File: config.mk
export PLATFORM = sky130hd
export DESIGN_NAME = pipe_hazard_ctrl
export DESIGN_NICKNAME = d
export VERILOG_FILES = /design/src/rtl/hzd_pkg.sv /design/src/rtl/hzd_fwd_pick.sv /design/src/rtl/hzd_stall_det.sv /design/src/rtl/hzd_steer.sv /design/src/rtl/hzd_vld_track.sv /design/src/rtl/pipe_hazard_ctrl.sv
export SDC_FILE = /design/constraint.sdc
export NUM_CORES = 1
export LEC_CHECK = 0
export ABC_AREA = 1
export BUFFER_PORTS_ARGS = -buffer_cell sky130_fd_sc_hd__buf_2
export CAP_MARGIN = 15
export CORE_ASPECT_RATIO = 1.5
export CORE_MARGIN = 2
export CORE_UTILIZATION = 42
export CTS_CLUSTER_SIZE = 24
export DETAILED_ROUTE_END_ITERATION = 8
export GPL_TIMING_DRIVEN = 0
export PLACE_DENSITY_LB_ADDON = 0.3
export SYNTH_ARGS = -nofsm -noshare
export SYNTH_HDL_FRONTEND = slang
export SYNTH_SLANG_ARGS = --single-unit
File: constraint.sdc
create_clock -name clk -period 1.3 [get_ports clk]
set_clock_uncertainty 0.05 [all_clocks]
set_input_delay 0.13 -clock clk [delete_from_list [all_inputs] [get_ports clk]]
set_output_delay 0.13 -clock clk [all_outputs]
set_load 0.005 [all_outputs]
File: src/rtl/hzd_pkg.sv
// Package: shared encodings for the pipeline hazard controller.
// Assumes 2-bit codes for policy, next-PC select and bypass select.
package hzd_pkg;
    localparam int NSTG = 4;  // pipeline registers behind fetch

    typedef enum logic [1:0] {
        POL_HOLD  = 2'b00,
        POL_PNT   = 2'b01,
        POL_DELAY = 2'b10,
        POL_HOLD2 = 2'b11
    } pol_e;

    typedef enum logic [1:0] {
        PC_SEQ  = 2'b00,
        PC_TGT  = 2'b01,
        PC_HOLD = 2'b10
    } pcsel_e;

    typedef enum logic [1:0] {
        FW_NONE = 2'b00,
        FW_MEM  = 2'b01,
        FW_WB   = 2'b10
    } fwd_e;
endpackage

File: src/rtl/hzd_fwd_pick.sv
// Bypass picker for one source operand.
// Prefers the memory-stage result over the writeback result; register 0
// is never bypassed. Caller qualifies m_ok/w_ok with valid and write flags.
module hzd_fwd_pick
    import hzd_pkg::*;
#(
    parameter int RW = 5
) (
    input  logic [RW-1:0] src,
    input  logic          req,
    input  logic [RW-1:0] m_rd,
    input  logic          m_ok,
    input  logic [RW-1:0] w_rd,
    input  logic          w_ok,
    output logic [1:0]    sel
);
    // Choose the youngest in-flight producer of src
    always_comb begin
        sel = FW_NONE;
        if (req && src != '0) begin
            if (m_ok && m_rd == src)      sel = FW_MEM;
            else if (w_ok && w_rd == src) sel = FW_WB;
        end
    end
endmodule

File: src/rtl/hzd_stall_det.sv
// Stall detector for decode.
// Raises stall for load-use on either source, and for a branch whose test
// register is not yet available to the decode comparator (producer in
// execute, or a load in memory). Register 0 is never a hazard.
module hzd_stall_det #(
    parameter int RW = 5
) (
    input  logic          vld_d,
    input  logic          vld_x,
    input  logic          vld_m,
    input  logic [RW-1:0] id_rs1,
    input  logic [RW-1:0] id_rs2,
    input  logic          id_use_rs1,
    input  logic          id_use_rs2,
    input  logic          id_is_branch,
    input  logic [RW-1:0] ex_rd,
    input  logic          ex_we,
    input  logic          ex_is_load,
    input  logic [RW-1:0] mem_rd,
    input  logic          mem_is_load,
    output logic          stall
);
    logic load_use, br_on_ex, br_on_mem_ld;

    function automatic logic hit(input logic [RW-1:0] a, input logic [RW-1:0] b);
        return (a != '0) && (a == b);
    endfunction

    // Combine the three hazard classes
    always_comb begin
        load_use = vld_d && vld_x && ex_is_load &&
                   ((id_use_rs1 && hit(id_rs1, ex_rd)) ||
                    (id_use_rs2 && hit(id_rs2, ex_rd)));
        br_on_ex = vld_d && id_is_branch && vld_x &&
                   (ex_we || ex_is_load) && hit(id_rs1, ex_rd);
        br_on_mem_ld = vld_d && id_is_branch && vld_m &&
                       mem_is_load && hit(id_rs1, mem_rd);
        stall = load_use || br_on_ex || br_on_mem_ld;
    end
endmodule

File: src/rtl/hzd_steer.sv
// Branch steering: squash and next-PC select per branch policy.
// Assumes the branch outcome is resolved in decode; stall overrides all.
module hzd_steer
    import hzd_pkg::*;
(
    input  logic [1:0] policy,
    input  logic       br_live,
    input  logic       taken,
    input  logic       stall,
    output logic       flush_if,
    output logic [1:0] pc_sel
);
    // Policy-dependent squash and redirect
    always_comb begin
        flush_if = 1'b0;
        pc_sel   = PC_SEQ;
        if (stall) begin
            pc_sel = PC_HOLD;
        end else if (br_live) begin
            case (pol_e'(policy))
                POL_PNT: begin
                    flush_if = taken;
                    pc_sel   = taken ? PC_TGT : PC_SEQ;
                end
                POL_DELAY: begin
                    pc_sel = taken ? PC_TGT : PC_SEQ;
                end
                default: begin
                    flush_if = 1'b1;
                    pc_sel   = taken ? PC_TGT : PC_HOLD;
                end
            endcase
        end
    end
endmodule

File: src/rtl/hzd_vld_track.sv
// Valid-bit tracker for the pipeline registers behind fetch.
// Bit 0 is decode. A stall holds decode and bubbles execute; a flush
// empties decode. Synchronous active-low reset clears every bit.
module hzd_vld_track #(
    parameter int NS = 4
) (
    input  logic          clk,
    input  logic          rst_n,
    input  logic          if_valid,
    input  logic          stall,
    input  logic          flush_if,
    output logic [NS-1:0] vld
);
    // Advance valid bits one stage per cycle
    always_ff @(posedge clk) begin
        if (!rst_n) begin
            vld <= '0;
        end else begin
            vld[0] <= stall ? vld[0] : (if_valid && !flush_if);
            vld[1] <= stall ? 1'b0 : vld[0];
            for (int i = 2; i < NS; i++) begin
                vld[i] <= vld[i-1];
            end
        end
    end
endmodule

File: src/rtl/pipe_hazard_ctrl.sv
// Top: hazard detection, operand bypass and branch steering for a
// five-stage in-order pipeline. Assumes branches are resolved in decode
// and the branch test register is the first source.
module pipe_hazard_ctrl
    import hzd_pkg::*;
#(
    parameter int NREGS = 32,
    localparam int RW   = $clog2(NREGS)
) (
    input  logic          clk,
    input  logic          rst_n,
    input  logic [1:0]    policy,
    input  logic          if_valid,
    input  logic [RW-1:0] id_rs1,
    input  logic [RW-1:0] id_rs2,
    input  logic          id_use_rs1,
    input  logic          id_use_rs2,
    input  logic          id_is_branch,
    input  logic          id_br_taken,
    input  logic [RW-1:0] ex_rs1,
    input  logic [RW-1:0] ex_rs2,
    input  logic [RW-1:0] ex_rd,
    input  logic          ex_we,
    input  logic          ex_is_load,
    input  logic [RW-1:0] mem_rd,
    input  logic          mem_we,
    input  logic          mem_is_load,
    input  logic [RW-1:0] wb_rd,
    input  logic          wb_we,
    output logic [1:0]    fwd_a,
    output logic [1:0]    fwd_b,
    output logic [1:0]    fwd_br,
    output logic          stall,
    output logic          flush_if,
    output logic [1:0]    pc_sel,
    output logic [NSTG-1:0] stage_vld
);
    localparam int NFWD = 3;  // operand A, operand B, branch comparator

    logic vld_d, vld_x, vld_m, vld_w;
    logic [RW-1:0] fw_src [NFWD];
    logic [NFWD-1:0] fw_req, fw_mok;
    logic [1:0] fw_sel [NFWD];
    logic w_ok;

    assign vld_d = stage_vld[0];
    assign vld_x = stage_vld[1];
    assign vld_m = stage_vld[2];
    assign vld_w = stage_vld[3];

    // Bypass requesters: two execute operands and the decode comparator
    always_comb begin
        fw_src[0] = ex_rs1;
        fw_src[1] = ex_rs2;
        fw_src[2] = id_rs1;
        fw_req    = {vld_d && id_is_branch, vld_x, vld_x};
        fw_mok[0] = vld_m && mem_we;
        fw_mok[1] = vld_m && mem_we;
        fw_mok[2] = vld_m && mem_we && !mem_is_load;
        w_ok      = vld_w && wb_we;
    end

    for (genvar g = 0; g < NFWD; g++) begin : g_fwd
        hzd_fwd_pick #(.RW(RW)) u_pick (
            .src  (fw_src[g]),
            .req  (fw_req[g]),
            .m_rd (mem_rd),
            .m_ok (fw_mok[g]),
            .w_rd (wb_rd),
            .w_ok (w_ok),
            .sel  (fw_sel[g])
        );
    end

    assign fwd_a  = fw_sel[0];
    assign fwd_b  = fw_sel[1];
    assign fwd_br = fw_sel[2];

    hzd_stall_det #(.RW(RW)) u_stall (
        .vld_d        (vld_d),
        .vld_x        (vld_x),
        .vld_m        (vld_m),
        .id_rs1       (id_rs1),
        .id_rs2       (id_rs2),
        .id_use_rs1   (id_use_rs1),
        .id_use_rs2   (id_use_rs2),
        .id_is_branch (id_is_branch),
        .ex_rd        (ex_rd),
        .ex_we        (ex_we),
        .ex_is_load   (ex_is_load),
        .mem_rd       (mem_rd),
        .mem_is_load  (mem_is_load),
        .stall        (stall)
    );

    hzd_steer u_steer (
        .policy   (policy),
        .br_live  (vld_d && id_is_branch),
        .taken    (id_br_taken),
        .stall    (stall),
        .flush_if (flush_if),
        .pc_sel   (pc_sel)
    );

    hzd_vld_track #(.NS(NSTG)) u_vld (
        .clk      (clk),
        .rst_n    (rst_n),
        .if_valid (if_valid),
        .stall    (stall),
        .flush_if (flush_if),
        .vld      (stage_vld)
    );
endmodule

**Word-level counts from Yosys, hierarchy flattened**

Index checks and enable logic that the tools add are counted.

- Bitwise operators: 1
- Reduce and logical (&&, ||, !) cells: 40
- Equal/unequal tests: 11
- Muxes and demuxes: 17

Operators by type and width:

| operator | count |
|---|---|
| 5-bit equality test | 9 |
| 1-bit logical AND | 28 |
| 2-bit two-way mux | 13 |
| 5-bit nonzero test | 4 |
| 1-bit logical OR | 4 |
| 2-bit OR reduction | 2 |
| 1-bit two-way mux | 3 |
| 2-bit by 1-bit equality test with 1-bit output (second input constant) | 1 |
| 2-bit equality test (second input constant) | 1 |
| 1-bit logical NOT | 2 |
| 1-bit one-hot mux with 2 select lines | 1 |
| 1-bit NOT | 1 |

- Output and inout bits: 14
- Register bits after elaboration: 4

**Depth between registers and ports, before layout**

- Word-level depth: 10
- Depth in mapped cells: 12
- Gate-level depth less buffers: 12

**Modules after synthesis**

A second synthesis with hierarchy kept.

- Cell total of the unflattened synthesis: 260
- Area, all modules: 1202.4 um^2

Modules (own cells, without submodules):

| module | times used | area an instance (um^2) | cells an instance | sequential area each (um^2) |
|---|---|---|---|---|
| hzd_fwd_pick | 3 | 209.0 | 48 | 0.0 |
| hzd_stall_det | 1 | 331.6 | 78 | 0.0 |
| hzd_vld_track | 1 | 126.4 | 16 | 80.1 |
| hzd_steer | 1 | 88.8 | 15 | 0.0 |
| pipe_hazard_ctrl | 1 | 28.8 | 7 | 0.0 |

**Worst setup path after synthesis**

No wires, ideal clock.

- Path kind: register -> output
- Start point: register u_vld.vld[2]
- End point: output port fwd_b[0]
- Arrival: 1042 ps
- Required time: 1120 ps
- Stages on the path, launching flop included: 5
- Slack: 78 ps
- Cells stage by stage: dfxtp_1 -> nand2_1 -> o21bai_1 -> nor4_1 -> and2_1

- Longest elaborated chain between the ends: 4

RTL lines:

| item | RTL line | text |
|---|---|---|
| start, declared | hzd_vld_track.sv:12 | `output logic [NS-1:0] vld` |
| start signal, assigned by index | hzd_vld_track.sv:22 | `vld[i] <= vld[i-1];` |
| 1-bit logical AND | pipe_hazard_ctrl.sv:58 | `fw_mok[1] = vld_m && mem_we;` |
| 1-bit logical AND | hzd_fwd_pick.sv:21 | `if (m_ok && m_rd == src) sel = FW_MEM;` |
| 2-bit two-way mux | hzd_fwd_pick.sv:21 |  |
| 2-bit two-way mux | hzd_fwd_pick.sv:20 | `if (req && src != '0) begin` |
| end, declared | pipe_hazard_ctrl.sv:31 | `output logic [1:0] fwd_b,` |

No other way between the ends.

**Worst setup path after layout**

- Start point: register u_vld.vld[0]
- End point: output port flush_if

- Longest elaborated chain between the ends: 7

RTL lines:

| item | RTL line | text |
|---|---|---|
| start signal, assigned | hzd_vld_track.sv:19 | `vld[0] <= stall ? vld[0] : (if_valid && !flush_if);` |
| start signal, assigned by index | hzd_vld_track.sv:22 |  |
| 1-bit logical AND | hzd_stall_det.sv:34, hzd_stall_det.sv:36, pipe_hazard_ctrl.sv:98 |  |
| 1-bit logical AND (2 in series) | hzd_stall_det.sv:34 | `br_on_ex = vld_d && id_is_branch && vld_x &&` |
| 1-bit logical AND | hzd_stall_det.sv:35 | `(ex_we \|\| ex_is_load) && hit(id_rs1, ex_rd);` |
| 1-bit logical OR (2 in series) | hzd_stall_det.sv:38 | `stall = load_use \|\| br_on_ex \|\| br_on_mem_ld;` |
| 1-bit two-way mux (*) | hzd_steer.sv:17 | `if (stall) begin` |
| end, declared | pipe_hazard_ctrl.sv:34 | `output logic flush_if,` |

Mark *: on every way between the ends. The rest lies on a longest branch, timed or not.

==> metrics.md <==
| Metric | Value |
|---|---|
| Period utilization | `114.1%` |
| Share of the synthesized area in the top cell type | `22.63%` |
| VDD IR max | `422.4 uV` |
| Setup slack after layout | `-0.1835 ns` |
| Synth top area cells | `nand2_1, inv_1, xnor2_1` |
| Design area | `1643 sq um` |
| Least-Margin Pin Slew | `0.3930 ns` |
| First-pass GRT wire length | `5147 um` |
| Vias in the first global route | `1348` |
| Slew headroom | `73.57%` |
| Yosys cell types | `29` |
| Top reg by flops | `u_vld.vld` |
| Switch share | `39.12%` |
| Maxcap violations | `0` |
| Ys Warns | `0` |
| DRC viols | `0` |
| Multi-input gate area | `927.1 sq um` |
| Crit path time final | `1.484 ns` |
| Hold Fails Final Rpt | `0` |
| GRT Overall Usage | `22.69%` |
| Worst-skew pair later-pin latency | `0.23 ns` |
| Global route overflow | `0` |
| Initial Util | `43.63%` |
| Net Count, Synth | `248` |
| CTS tree | `done` |
| Flop pwr share | `20.1%` |
| Most frequent cells after synthesis | `nand2_1, inv_1, nor2_1, xnor2_1, nand3_1` |
| DR vias | `1443` |
| Status | `finished with violations` |
| Post-route insts no fill | `294` |
| Reg2reg path depth | `9` |
| Die Height | `65.09 um` |
| Max clock buf depth | `2` |
| Area Growth Syn to Fin | `57.25%` |
| Htree depth | `1` |
| Slew Limit Fails | `0` |
| Number of flip-flops in the largest register | `4` |
| Antenna viol nets, final | `0` |
| DR iter-0 viols | `31` |
| Core Region | `2395 sq um` |
| Startpoint types | `flop` |
| Top Registers | `u_vld.vld (4)` |
| # clock sinks | `4` |
| IO Port Bufs | `61` |
| Via/cell ratio | `4.908` |
| Ant diodes | `0` |
| CTS clk-pin slew, worst paths | `0.03 ns` |
| Antenna violations before repair | `0` |
| GPL Wtd Cong | `0.8749` |
| Endpoint, Worst Hold | `u_vld.vld[0]` |
| # IOs | `63` |
| Critical path fanouts, max | `4` |
| Yosys top cell by area | `nand2_1` |
| Top-count cell post-synth | `nand2_1` |
| Internal power | `0.0004035 W` |
| HP Start | `rst_n` |
| Mapped Cells | `197` |
| Die width | `44.72 um` |
| Arrival @ worst endpoint | `1.30 ns` |
| Yosys reg bits | `4` |
| Root buf cell | `clkbuf_4` |
| DIE AREA | `2911 sq um` |
| Worst EP required | `1.12 ns` |
| PwrDens | `403.4 nW/um^2` |
| Ys async rst share | `0%` |
| Failing checks | `setup timing` |
| DP Area | `1380 sq um` |
| Layout cells sized above 1 | `45.19%` |
| RSZ-0062 raised after global routing | `true` |
| Drt total wl | `3282 um` |
| Hold-fix buffers, CTS | `0` |
| Comb power frac | `57.7%` |
| Detailed placement HPWL | `2464 um` |
| Largest net degree at the start of global routing | `7` |
| Util after Layout | `68.60%` |
| Net count, final | `323` |
| Hold path depth | `3` |
| Synth Cell Area | `1045 sq um` |
| CTS Buf Count | `3` |
| Seq/Total Area, Yosys | `7.665%` |
| Post-placement setup slack | `-0.1767 ns` |
| Initial DRT Pass Iterations | `6` |
| WS Path Type | `flop to primary output` |
| Fillers | `215` |
| Slack of the worst reg-to-reg path | `0.08 ns` |
| Area occupied by registers | `87.58 sq um` |
| EDFF count, synth | `0` |
| Max Clk Rate | `674.1 MHz` |
| Clock network fraction of design power | `22.1%` |
| CP endpoint kind | `primary output` |
| Leakage power | `0.9405 nW` |
| Worst Hold Class | `input port to flop` |
| Drt wl/cell | `11.16 um` |
| Cells after DPL | `282` |
| R2R Path Start | `u_vld.vld[0]` |
| Number of core rows | `22` |
| R2r endpoint | `u_vld.vld[0]` |
| Syn avg cell area | `5.303 sq um` |
| Final setup viols | `10` |
| Switching power total | `0.0002593 W` |
| Ys flop type | `dfxtp_1` |
| Post-route setup TNS | `-1.008 ns` |
[routing by layer]
metal  part of all wire [%]  vias up  GRT usage (%)
met1                     36      630          22.99
met4                    1.5        0          5.682
met2                     57       44          45.11
met3                    5.3        6          3.064
li1                       -      763              -
met5                      0        -              0
[layout by cell type (no fill, tap or decap), drive strengths merged]
master   netlist  final
o21bai         2      2
ha             2      2
nor3           5      5
a221oi         1      1
nand4          5      5
a21oi          5      5
o211ai         1      1
clkbuf         0      3
nand3         13     13
nand2         66     66
o21ai          2      2
or2            3      3
o31ai          1      1
and2           1      1
nor4           2      2
and3           1      1
buf            4     74
o2111ai        1      1
xor2           3      3
dfxtp          4      4
xnor2         12     12
nor2          24     24
o22ai          3      3
inv           36     36
[power groups by stage]
stage               Combinational [W]  Clock (W)  Sequential, W
floorplan                    0.000179          0       0.000133
global placement             0.000320          0       0.000135
detailed placement           0.000323          0       0.000135
CTS                          0.000341   0.000151       0.000134
global route                 0.000428   0.000156       0.000134
finish                       0.000383   0.000147       0.000133
[critical path, cell delays in order, from the launching register on]
cell and delay, ns:
dfxtp_2 0.33, nand2_2 0.07, inv_2 0.05, o211ai_1 0.09, nor3_2 0.06, nor2_2 0.18
nand2_2 0.09, nor2_1 0.08, buf_2 0.11
[how the worst max path moves through the flow]
| stage | end | slack (ns) | depth (start not counted) | from |
|---|---|---|---|---|
| 2_1_floorplan | fwd_b[0] | 0.08 | 4 | u_vld.vld[2] |
| 3_3_place_gp | fwd_b[0] | -0.17 | 5 | u_vld.vld[2] |
| 3_5_place_dp | fwd_b[0] | -0.18 | 5 | u_vld.vld[2] |
| 4_1_cts | flush_if | -0.16 | 8 | u_vld.vld[0] |
| 5_1_grt | flush_if | -0.29 | 8 | u_vld.vld[0] |
| 6_report | flush_if | -0.18 | 8 | u_vld.vld[0] |
[cell families (layout without fill, tap and decap cells)]
group                      Yosys count  after routing  synth area share (%)
adders and majority gates            2              2                 2.395
DFF                                  4              4                 7.665
buffers and inverters               40            113                 16.17
AOI/OAI and AO/OA                   16             16                 9.701
and+or+nand+nor                    120            120                 51.50
xor gates and xnor gates            15             15                 12.58
[area by class of cell]
cell class                      instances  share of cell area [%]
Tap cell                               24                   1.828
Clock buffer                            3                   1.371
Buffer                                  4                   2.056
Timing Repair Buffer                   70                   24.30
Inverter                               36                   8.682
Multi-Input combinational cell        153                   56.44
Sequential cell                         4                   5.331
[repair_timing]
| action | in CTS | in global routing |
|---|---|---|
| pin swaps | 12 | 12 |
| setup buffers | 5 | 4 |
| resized for setup | 15 | 35 |
| endpoints found under the setup margin | 10 | 10 |
[stage by stage]
stage	hold WS, ns	total power [W]
2_1_floorplan	0.1776	0.0003126
3_3_place_gp	0.3138	0.0004553
3_5_place_dp	0.3155	0.0004578
4_1_cts	0.08138	0.0006270
5_1_grt	0.1138	0.0007176
6_report	0.08322	0.0006627
Power figures use the tool's default switching activity.
